### src/rtl/osd_dec_pkg.sv
// Shared types for the OSD write stream decoder.
// Assumes: byte-level input, one byte per accepted cycle.
package osd_dec_pkg;
    // Position in the transfer: what the last accepted byte was.
    typedef enum logic [2:0] {
        ST_INIT    = 3'd0,
        ST_ROW     = 3'd1,
        ST_COL_AB  = 3'd2,
        ST_DATA_AB = 3'd3,
        ST_COL_C   = 3'd4,
        ST_DATA_C  = 3'd5
    } fmt_state_t;

    // Classification of the byte on the input this cycle.
    typedef enum logic [1:0] {
        BK_NONE = 2'd0,
        BK_ROW  = 2'd1,
        BK_COL  = 2'd2,
        BK_DATA = 2'd3
    } byte_kind_t;
endpackage

### src/rtl/osd_fmt_fsm.sv
// Transfer-format state machine.
// Classifies each accepted byte from its two top bits and the current state.
// Flags data bytes of the streaming format so that the address tracker can advance.
// Assumes: clr is a synchronous clear that wins over acceptance.
module osd_fmt_fsm
    import osd_dec_pkg::*;
(
    input  logic       clk,
    input  logic       rst_n,
    input  logic       clr,
    input  logic       acc,
    input  logic [1:0] top_bits,      // byte bits 7..6
    output byte_kind_t kind,
    output logic       stream_data
);
    fmt_state_t state_q;
    fmt_state_t state_d;
    logic       in_stream;

    assign in_stream = (state_q == ST_COL_C) || (state_q == ST_DATA_C);

    // Classify the current byte from the top bits and the state.
    always_comb begin
        kind = BK_NONE;
        if (acc) begin
            case (state_q)
                ST_INIT:    kind = top_bits[1] ? BK_ROW : BK_NONE;
                ST_ROW:     kind = top_bits[1] ? BK_ROW : BK_COL;
                ST_COL_AB:  kind = BK_DATA;
                ST_DATA_AB: kind = top_bits[1] ? BK_ROW : BK_COL;
                ST_COL_C:   kind = BK_DATA;
                ST_DATA_C:  kind = BK_DATA;
                default:    kind = BK_NONE;
            endcase
        end
    end

    assign stream_data = (kind == BK_DATA) && in_stream;

    // Derive the next state from the classified byte.
    always_comb begin
        state_d = state_q;
        case (kind)
            BK_ROW:  state_d = ST_ROW;
            BK_COL:  state_d = top_bits[0] ? ST_COL_C : ST_COL_AB;
            BK_DATA: state_d = in_stream ? ST_DATA_C : ST_DATA_AB;
            default: state_d = state_q;
        endcase
    end

    // State register with reset and frame clear.
    always_ff @(posedge clk) begin
        if (!rst_n || clr) state_q <= ST_INIT;
        else               state_q <= state_d;
    end


    clr_to_init_chk: assert property (@(posedge clk) disable iff (!rst_n)
        clr |=> (state_q == ST_INIT));


    stream_sticky_chk: assert property (@(posedge clk) disable iff (!rst_n)
        ((state_q == ST_DATA_C) && !clr) |=> (state_q == ST_DATA_C));


    stream_entry_chk: assert property (@(posedge clk) disable iff (!rst_n)
        ((state_q == ST_COL_C) && !clr) |=> in_stream);
endmodule

### src/rtl/osd_addr_track.sv
// Address tracker: holds the row, column, plane and font-bank state.
// Row and column bytes load it. Streaming data advances the column and row with wrap.
// Assumes: byte kinds come from osd_fmt_fsm in the same cycle.
module osd_addr_track
    import osd_dec_pkg::*;
#(
    parameter int ROW_W    = 5,
    parameter int COL_W    = 5,
    parameter int NUM_ROWS = 15,
    parameter int NUM_COLS = 31
) (
    input  logic             clk,
    input  logic             rst_n,
    input  logic             clr,
    input  byte_kind_t       kind,
    input  logic             stream_data,
    input  logic [5:0]       low_bits,    // byte bits 5..0
    output logic [ROW_W-1:0] row_q,
    output logic [COL_W-1:0] col_q,
    output logic             plane_q,
    output logic             bank_q
);
    localparam logic [ROW_W-1:0] LAST_ROW = ROW_W'(NUM_ROWS - 1);
    localparam logic [COL_W-1:0] LAST_COL = COL_W'(NUM_COLS - 1);

    logic [ROW_W-1:0] row_byte;
    logic             col_wrap;

    assign row_byte = low_bits[5] ? ROW_W'(low_bits[4:0]) : ROW_W'(low_bits[3:0]);
    assign col_wrap = (col_q == LAST_COL);

    // Load the row and plane from row bytes; advance the row on a streaming wrap.
    always_ff @(posedge clk) begin
        if (!rst_n || clr) begin
            row_q   <= '0;
            plane_q <= 1'b0;
        end else if (kind == BK_ROW) begin
            row_q   <= row_byte;
            plane_q <= low_bits[5];
        end else if (stream_data && col_wrap) begin
            row_q   <= (row_q == LAST_ROW) ? '0 : row_q + ROW_W'(1);
        end
    end

    // Load the column and bank from column bytes; advance the column while streaming.
    always_ff @(posedge clk) begin
        if (!rst_n || clr) begin
            col_q  <= '0;
            bank_q <= 1'b0;
        end else if (kind == BK_COL) begin
            col_q  <= COL_W'(low_bits[4:0]);
            bank_q <= low_bits[5];
        end else if (stream_data) begin
            col_q  <= col_wrap ? '0 : col_q + COL_W'(1);
        end
    end


    col_wrap_chk: assert property (@(posedge clk) disable iff (!rst_n)
        (stream_data && !clr && (col_q == LAST_COL)) |=> (col_q == '0));


    row_wrap_chk: assert property (@(posedge clk) disable iff (!rst_n)
        (stream_data && !clr && (col_q == LAST_COL) && (row_q == LAST_ROW)) |=> (row_q == '0));
endmodule

### src/rtl/osd_write_stage.sv
// Output register stage: captures one write per data byte.
// The write carries the tracker's current address and the word built from the byte and the bank.
// Assumes: the address inputs hold the pre-increment values in the firing cycle.
module osd_write_stage #(
    parameter int ROW_W  = 5,
    parameter int COL_W  = 5,
    parameter int BYTE_W = 8
) (
    input  logic              clk,
    input  logic              rst_n,
    input  logic              fire,
    input  logic [ROW_W-1:0]  row_in,
    input  logic [COL_W-1:0]  col_in,
    input  logic              plane_in,
    input  logic              bank_in,
    input  logic [BYTE_W-1:0] byte_in,
    output logic              wr_en,
    output logic [ROW_W-1:0]  wr_row,
    output logic [COL_W-1:0]  wr_col,
    output logic              wr_attr,
    output logic [BYTE_W:0]   wr_data
);
    // Register the strobe and the write payload.
    always_ff @(posedge clk) begin
        if (!rst_n) begin
            wr_en   <= 1'b0;
            wr_row  <= '0;
            wr_col  <= '0;
            wr_attr <= 1'b0;
            wr_data <= '0;
        end else begin
            wr_en <= fire;
            if (fire) begin
                wr_row  <= row_in;
                wr_col  <= col_in;
                wr_attr <= plane_in;
                wr_data <= {(plane_in ? 1'b0 : bank_in), byte_in};
            end
        end
    end


    strobe_cause_chk: assert property (@(posedge clk) disable iff (!rst_n)
        wr_en |-> $past(fire));


    attr_no_bank_chk: assert property (@(posedge clk) disable iff (!rst_n)
        (wr_en && wr_attr) |-> (wr_data[BYTE_W] == 1'b0));
endmodule

### src/rtl/osd_write_decoder.sv
// Top level: serial-byte to display-memory write decoder.
// Gates byte acceptance with the frame enable and links the format state machine,
// the address tracker and the output stage.
// Assumes: one byte per byte_valid cycle; a low frame_en acts as a synchronous clear.
module osd_write_decoder
    import osd_dec_pkg::*;
#(
    parameter int ROW_W    = 5,
    parameter int COL_W    = 5,
    parameter int NUM_ROWS = 15,
    parameter int NUM_COLS = 31
) (
    input  logic             clk,
    input  logic             rst_n,
    input  logic             frame_en,
    input  logic             byte_valid,
    input  logic [7:0]       byte_data,
    output logic             wr_en,
    output logic [ROW_W-1:0] wr_row,
    output logic [COL_W-1:0] wr_col,
    output logic             wr_attr,
    output logic [8:0]       wr_data
);
    localparam int BYTE_W = 8;

    byte_kind_t       kind;
    logic             stream_data;
    logic             acc;
    logic             clr;
    logic [ROW_W-1:0] row_q;
    logic [COL_W-1:0] col_q;
    logic             plane_q;
    logic             bank_q;

    assign clr = !frame_en;
    assign acc = byte_valid && frame_en;

    osd_fmt_fsm u_fsm (
        .clk         (clk),
        .rst_n       (rst_n),
        .clr         (clr),
        .acc         (acc),
        .top_bits    (byte_data[7:6]),
        .kind        (kind),
        .stream_data (stream_data)
    );

    osd_addr_track #(
        .ROW_W    (ROW_W),
        .COL_W    (COL_W),
        .NUM_ROWS (NUM_ROWS),
        .NUM_COLS (NUM_COLS)
    ) u_track (
        .clk         (clk),
        .rst_n       (rst_n),
        .clr         (clr),
        .kind        (kind),
        .stream_data (stream_data),
        .low_bits    (byte_data[5:0]),
        .row_q       (row_q),
        .col_q       (col_q),
        .plane_q     (plane_q),
        .bank_q      (bank_q)
    );

    osd_write_stage #(
        .ROW_W  (ROW_W),
        .COL_W  (COL_W),
        .BYTE_W (BYTE_W)
    ) u_out (
        .clk      (clk),
        .rst_n    (rst_n),
        .fire     (kind == BK_DATA),
        .row_in   (row_q),
        .col_in   (col_q),
        .plane_in (plane_q),
        .bank_in  (bank_q),
        .byte_in  (byte_data),
        .wr_en    (wr_en),
        .wr_row   (wr_row),
        .wr_col   (wr_col),
        .wr_attr  (wr_attr),
        .wr_data  (wr_data)
    );


    disabled_no_write_chk: assert property (@(posedge clk) disable iff (!rst_n)
        !frame_en |=> !wr_en);
endmodule

### config.mk
export PLATFORM = sky130hd
export DESIGN_NAME = osd_write_decoder
export DESIGN_NICKNAME = d
export VERILOG_FILES = /design/src/rtl/osd_dec_pkg.sv /design/src/rtl/osd_fmt_fsm.sv /design/src/rtl/osd_addr_track.sv /design/src/rtl/osd_write_stage.sv /design/src/rtl/osd_write_decoder.sv
export SDC_FILE = /design/constraint.sdc
export NUM_CORES = 1
export LEC_CHECK = 0
export ABC_CLOCK_PERIOD_IN_PS = 2800
export BUFFER_PORTS_ARGS = -buffer_cell sky130_fd_sc_hd__buf_2
export CAP_MARGIN = 20
export CORE_UTILIZATION = 40
export DETAILED_ROUTE_END_ITERATION = 8
export GPL_ROUTABILITY_DRIVEN = 0
export SYNTH_ARGS = -nofsm -noshare
export SYNTH_HDL_FRONTEND = slang
export SYNTH_SLANG_ARGS = --single-unit
### constraint.sdc
create_clock -name clk -period 2.8 [get_ports clk]
set_input_delay 0.56 -clock clk [delete_from_list [all_inputs] [get_ports clk]]
set_output_delay 0.56 -clock clk [all_outputs]
set_load 0.02 [all_outputs]
Word-level counts from Yosys, hierarchy flattened
Cells that the tools add are included.
{"block": "classes", "n_reduce_logical": 13, "div": 0, "order_cmp": 0, "n_mul": 0, "add_sub_neg": 2, "shifts": 0, "n_eq_ne": 10, "bitwise": 0, "muxes": 15}
{"cell": "5-bit 2-to-1 mux", "n": 7}
{"cell": "5-bit by 1-bit adder with 5-bit output (second input constant)", "n": 2}
{"cell": "3-bit one-hot mux with 3 select lines", "n": 1}
{"cell": "3-bit by 2-bit equality test with 1-bit output (second input constant)", "n": 2}
{"cell": "3-bit equality test (second input constant)", "n": 2}
{"cell": "3-bit 2-to-1 mux", "n": 2}
{"cell": "2-bit one-hot mux with 3 select lines", "n": 1}
{"cell": "5-bit by 4-bit equality test with 1-bit output (second input constant)", "n": 1}
{"cell": "5-bit equality test (second input constant)", "n": 1}
{"cell": "2-bit equality test (second input constant)", "n": 2}
{"cell": "2-bit 2-to-1 mux", "n": 2}
{"cell": "2-bit nonzero test", "n": 2}
{"cell": "3-bit by 1-bit equality test with 1-bit output (second input constant)", "n": 1}
{"cell": "1-bit logical AND", "n": 3}
{"cell": "3-bit zero test", "n": 1}
{"cell": "3-bit nonzero test", "n": 1}
{"cell": "3-bit OR reduction", "n": 1}
{"cell": "2-bit by 1-bit equality test with 1-bit output (second input constant)", "n": 1}
{"cell": "1-bit zero test", "n": 2}
{"cell": "1-bit logical OR", "n": 2}
{"cell": "1-bit 2-to-1 mux", "n": 2}
{"cell": "2-bit OR reduction", "n": 1}
{"block": "word_totals", "n_memories": 0, "mem_bits_rw": 0, "latchBits": 0, "in_bits": 12, "ff_bits": 36, "elab_cells": 50, "romBits": 0}

Depth between registers and ports, before layout
{"block": "logic_depth", "ltp_word": 9, "ltp_mapped": 7}

Modules after synthesis
A second synthesis with hierarchy kept.
{"block": "unflattened", "cells_unflattened": 179, "area_unflattened_um2": 1701.6}
{"mod": "osd_write_stage", "seq_area_each_um2": 420.4, "area_each_um2": 814.5, "cells_per_inst": 68, "instances": 1}
{"mod": "osd_addr_track", "seq_area_each_um2": 240.2, "area_each_um2": 698.2, "cells_per_inst": 86, "instances": 1}
{"mod": "osd_fmt_fsm", "seq_area_each_um2": 60.1, "area_each_um2": 172.7, "cells_per_inst": 22, "instances": 1}
{"mod": "osd_write_decoder", "seq_area_each_um2": 0.0, "area_each_um2": 16.3, "cells_per_inst": 3, "instances": 1}

Worst setup path before layout
No wires, ideal clock.
{"block": "synth_path", "kind": "reg-to-reg", "startpoint": "reg u_track.col_q[0]", "endpoint": "reg u_track.row_q[2]", "required_ns": 2.709, "stages_incl_launch_ff": 8, "arrival_ns": 1.591, "period_less_slack_ns": 1.682, "n_path_buf": 1, "setup_ns": 0.091, "slack_ns": 1.118, "path_cell_list": "dfxtp_1 inv_1 ha_1 and4_1 and2_4 buf_6 or2_1 a311oi_1"}
{"block": "synth_via", "elab_chain_len": 3}
{"element": "from (decl)", "line": "osd_addr_track.sv:19", "rtl": "output logic [COL_W-1:0] col_q,"}
{"element": "from (signal assigned)", "line": "osd_addr_track.sv:51", "rtl": "col_q <= COL_W'(low_bits[4:0]);"}
{"element": "from (signal assigned)", "line": "osd_addr_track.sv:54", "rtl": "col_q <= col_wrap ? '0 : col_q + COL_W'(1);"}
{"element": "5-bit equality test", "line": "osd_addr_track.sv:30", "rtl": "assign col_wrap = (col_q == LAST_COL);"}
{"element": "1-bit logical AND", "line": "osd_addr_track.sv:40", "rtl": "end else if (stream_data && col_wrap) begin"}
{"element": "2-bit nonzero test (no source line)"}
{"element": "to (signal assigned)", "line": "osd_addr_track.sv:38", "rtl": "row_q <= row_byte;"}
{"element": "to (signal assigned)", "line": "osd_addr_track.sv:41", "rtl": "row_q <= (row_q == LAST_ROW) ? '0 : row_q + ROW_W'(1);"}
{"element": "to (decl)", "line": "osd_addr_track.sv:18", "rtl": "output logic [ROW_W-1:0] row_q,"}
No other way between the ends.
A chain may end at the register's enable or synchronous reset.

Worst setup path in the final report
{"block": "layout_path", "startpoint": "reg u_fsm.state_q[2]", "endpoint": "reg u_out.wr_row[2]"}
{"block": "layout_via", "elab_chain_len": 5, "elab_cells_between_ends": 11, "cone_classes": "eq/ne: 6; mux: 2; reduce/logical: 3"}
{"element": "from (decl)", "line": "osd_fmt_fsm.sv:16", "rtl": "fmt_state_t state_q;"}
{"element": "from (signal assigned)", "line": "osd_fmt_fsm.sv:54", "rtl": "else state_q <= state_d;"}
{"element": "3-bit by 2-bit equality test with 1-bit output (tied with other cells)", "line": "osd_fmt_fsm.sv:26", "rtl": "case (state_q)"}
{"element": "3-bit OR reduction (no source line) or 2-bit OR reduction (tied branches)"}
{"element": "2-bit one-hot mux with 3 select lines (*)", "line": "osd_fmt_fsm.sv:26"}
{"element": "2-bit 2-to-1 mux (*)", "line": "osd_fmt_fsm.sv:25", "rtl": "if (acc) begin"}
{"element": "2-bit equality test (*)", "line": "osd_write_decoder.sv:73", "rtl": ".fire (kind == BK_DATA),"}
{"element": "to (signal assigned)", "line": "osd_write_stage.sv:34", "rtl": "wr_row <= row_in;"}
{"element": "to (decl)", "line": "osd_write_stage.sv:18", "rtl": "output logic [ROW_W-1:0] wr_row,"}
Every way passes the cells marked *; elsewhere a longest branch is shown, timed or not.

==> run_results.csv <==
group,metric,value,unit
status,outcome,"completed",
sta,clock-skew-final,0.00589,ns
worst_setup_path,cp.required,2.94,ns
worst_setup_path,end_kind,"flip-flop",
power_and_ir_drop,power_frac_seq,55.3,%
route,routed_wl,3670,um
power_and_ir_drop,peakVddDrop,0.000319,V
logic_synthesis,yosys_warnings,0,
sta,fin_crit_sh,71.1,%
route,dr.pass1.iters,4,
grt,track_usage,18.2,%
worst_hold_path,hold_path_class,"flip-flop to flip-flop",
worst_setup_path,cp_max_fo,12,
logic_synthesis,synth_top_area_cell,"dfxtp_1",
route,vias_per_cell,5.45,
logic_synthesis,synth.net_count,197,
worst_hold_path,holdCritStartpoint,"u_track.bank_q",
logic_synthesis,synth_cell_type_count,36,
sta,final_hold_viol_count,0,
sta,setup_viol,0,
clocking,cts.reportedPaths.clkPinSlew,0.08,ns
floorplan,core_area,0.00400,mm^2
grt,grt_max_degree,22,
clocking,cts_root_buffer,"clkbuf_8",
sta,max-slew-margin-rel,45.7,%
grt,grt_pass1_vias,1347,
floorplan,dieArea,0.00443,mm^2
logic_synthesis,ys_top_cells_by_count,"36 x dfxtp_1, 28 x nor2_1, 21 x mux2i_1, 12 x nand2_1",
logic_synthesis,netlist_instances,181,
floorplan,start_util,41.7,%
route,vias,1440,
power_and_ir_drop,p_sw,0.211,mW
final_layout,drive_gt1_share,22.0,%
final_layout,final_nets,229,
worst_setup_path,worstReg2RegEnd,"u_out.wr_row[2]",
worst_setup_path,ff2ff_path_depth,5,
worst_hold_path,hold_depth,2,
placed_design,place_hpwl,2600,um
worst_setup_path,cp.arrival,2.14,ns
worst_setup_path,crit_path_top_delay_cell,"o211ai_2",
floorplan,io-pin-count,33,
power_and_ir_drop,share_comb_of_total_power,4.4,%
clocking,ctsResizeCount,0,
route,ant_nets,0,
logic_synthesis,ys_seq_elements,36,
power_and_ir_drop,internal_power,0.724,mW
worst_setup_path,path_cells,"nor3b_1, o211ai_2, buf_4, mux2i_1, nor2_1",
clocking,clkSinkCount,36,
sta,achievable-frequency,0.502,GHz
final_layout,utilization,48.3,%
floorplan,die_y,66.6,um
logic_synthesis,synth_flop_cell,"dfxtp_1",
route,drc,0,
clocking,worstSkewPairLatency,0.28,ns
logic_synthesis,synth_top_area_share,43.2,%
final_layout,syn_to_final_growth,15.8,%
clocking,tritoncts,"yes",
logic_synthesis,synth_edf_count,0,
clocking,cts_setup_buffers,0,
logic_synthesis,synth_area_leaders,"dfxtp_1 43%, mux2i_1 13%, nor2_1 6.3%",
logic_synthesis,syn_area_per_cell,9.21,um^2
sta,rsz0062_at_grt,"false",
logic_synthesis,yosysMostFrequentCell,"dfxtp_1",
route,drt-initial-drc-count,77,
sta,setup_tns,0,ns
job,maxCapViolCount,0,
grt,grt_pass1_wl,6120,um
sta,tightest_slew,0.812,ns
sta,finalMaxSlewViolations,0,
logic_synthesis,syn_area,0.00167,mm^2
worst_hold_path,whs_endpoint,"u_track.bank_q",
floorplan,rows,23,
worst_setup_path,slowest_delay,0.66,ns
worst_setup_path,critPathKind,"flip-flop to flip-flop",
clocking,ctsHoldBuffers,0,
power_and_ir_drop,leakage,0.911,nW
clocking,cts_buffers,5,
worst_setup_path,rr_startpoint,"u_fsm.state_q[2]",
clocking,ctsHtreeMaxLevel,2,
worst_setup_path,startpoint_type,"flip-flop",
grt,antenna_found_initial,0,
sta,final.min_clock_period,1.99,ns
clocking,clk_path_buf_depth,2,
power_and_ir_drop,pwr-share-clk,40.3,%
power_and_ir_drop,power_density,485,mW/mm^2
grt,globalRoute.totalOverflow,0,
route,wl_per_cell,13.9,um
worst_setup_path,ff2ff_setup_slack,0.81,ns
placed_design,io_buffers,32,
floorplan,die_w,66.6,um
logic_synthesis,synthArstFlopShare,0,%
final_layout,antenna_cells,0,
logic_synthesis,ys_seq_area_share,43.2,%
power_and_ir_drop,sw_frac_of_total,22.6,%
==> state kept, by name (all words and copies together), names as in the netlist <==
register / flops
u_out.wr_data: 9
u_out.wr_col: 5
u_out.wr_row: 5
u_track.col_q: 5
u_track.row_q: 5
u_fsm.state_q: 3
u_out.wr_attr: 1
u_out.wr_en: 1
u_track.bank_q: 1
u_track.plane_q: 1
==> power groups by stage <==
stage | Sequential [mW] | Clock, mW | Combinational [mW]
floorplan | 0.528 | 0 | 0.0231
global placement | 0.529 | 0 | 0.0391
detailed placement | 0.529 | 0 | 0.0409
CTS | 0.517 | 0.387 | 0.0409
global route | 0.517 | 0.415 | 0.0450
finish | 0.517 | 0.377 | 0.0411
==> placed cells by master, fill, tap and decap left out, types with 2 or more instances in the layout <==
cell,Yosys,layout
a31oi_1,4,4
nor2b_1,2,2
clkbuf_8,0,6
a211oi_1,4,4
inv_1,5,5
o21ai_0,4,4
nor2_1,28,28
nand3_1,6,6
buf_2,0,32
o211ai_1,2,2
a21oi_1,8,8
mux2i_1,21,21
nand2b_1,2,2
nand2_1,12,12
ha_1,4,4
a311oi_1,4,4
clkinv_2,0,2
buf_4,3,2
dfxtp_1,36,36
a211o_1,2,2
or3_1,2,2
nor3b_1,3,3
or2_1,2,2
nor3_1,8,8
==> kinds of logic (layout without fill, tap and decap cells) <==
logic type	count (synthesis)	count (layout)	share of synthesized area, %
AND/OR/NAND/NOR	75	75	23.2
flip-flops	36	36	43.2
AO/OA/AOI/OAI	31	31	12.8
multiplexers	21	21	12.6
buffers and inverters	14	47	5.18
adder cells (fa/ha/maj)	4	4	3.00
==> stage by stage <==
step	instance area, um^2	hold WS, ns	setup slack (ns)	std cells	power (mW)
after global placement	1840	0.441	0.902	256	0.568
after CTS	1930	0.458	0.801	264	0.945
after global routing	1930	0.474	0.637	264	0.977
after detailed placement	1840	0.448	0.809	256	0.570
after floorplan	1670	0.431	1.12	181	0.551
final	1930	0.466	0.808	264	0.936
==> metal layers <==
metal	GRT usage, %	part of all wire [%]
met1	22.4	46
met2	31.6	49
met3	4.11	4.5
met4	4.79	0.57
met5	0	0
==> final cells by class <==
class / instances / area, um^2
clock inverter: 2 / 10.0
multi-input combinational: 131 / 861
inverter: 5 / 18.8
clock buffer: 6 / 82.6
sequential: 36 / 721
timing repair buffer: 34 / 175
tap: 50 / 62.6
fill: 397 / 2070
==> worst max path at each step <==
stage | from | cells after the start | to
2_1_floorplan | u_track.col_q[0] | 7 | u_track.row_q[2]
3_3_place_gp | u_fsm.state_q[2] | 5 | u_out.wr_data[0]
6_report | u_fsm.state_q[2] | 5 | u_out.wr_row[2]
3_5_place_dp | u_fsm.state_q[2] | 5 | u_out.wr_attr
5_1_grt | u_fsm.state_q[2] | 5 | u_out.wr_attr
4_1_cts | u_fsm.state_q[2] | 5 | u_out.wr_attr
==> worst max-delay path, delay by kind of cell, from the launching register on <==
| kind | cells | cell delay, ns |
|---|---|---|
| compound gates | 1 | 0.66 |
| flops | 1 | 0.52 |
| simple gates | 2 | 0.18 |
| mux | 1 | 0.20 |
| buf+inv | 1 | 0.30 |
Power figures use the tool's default switching activity.
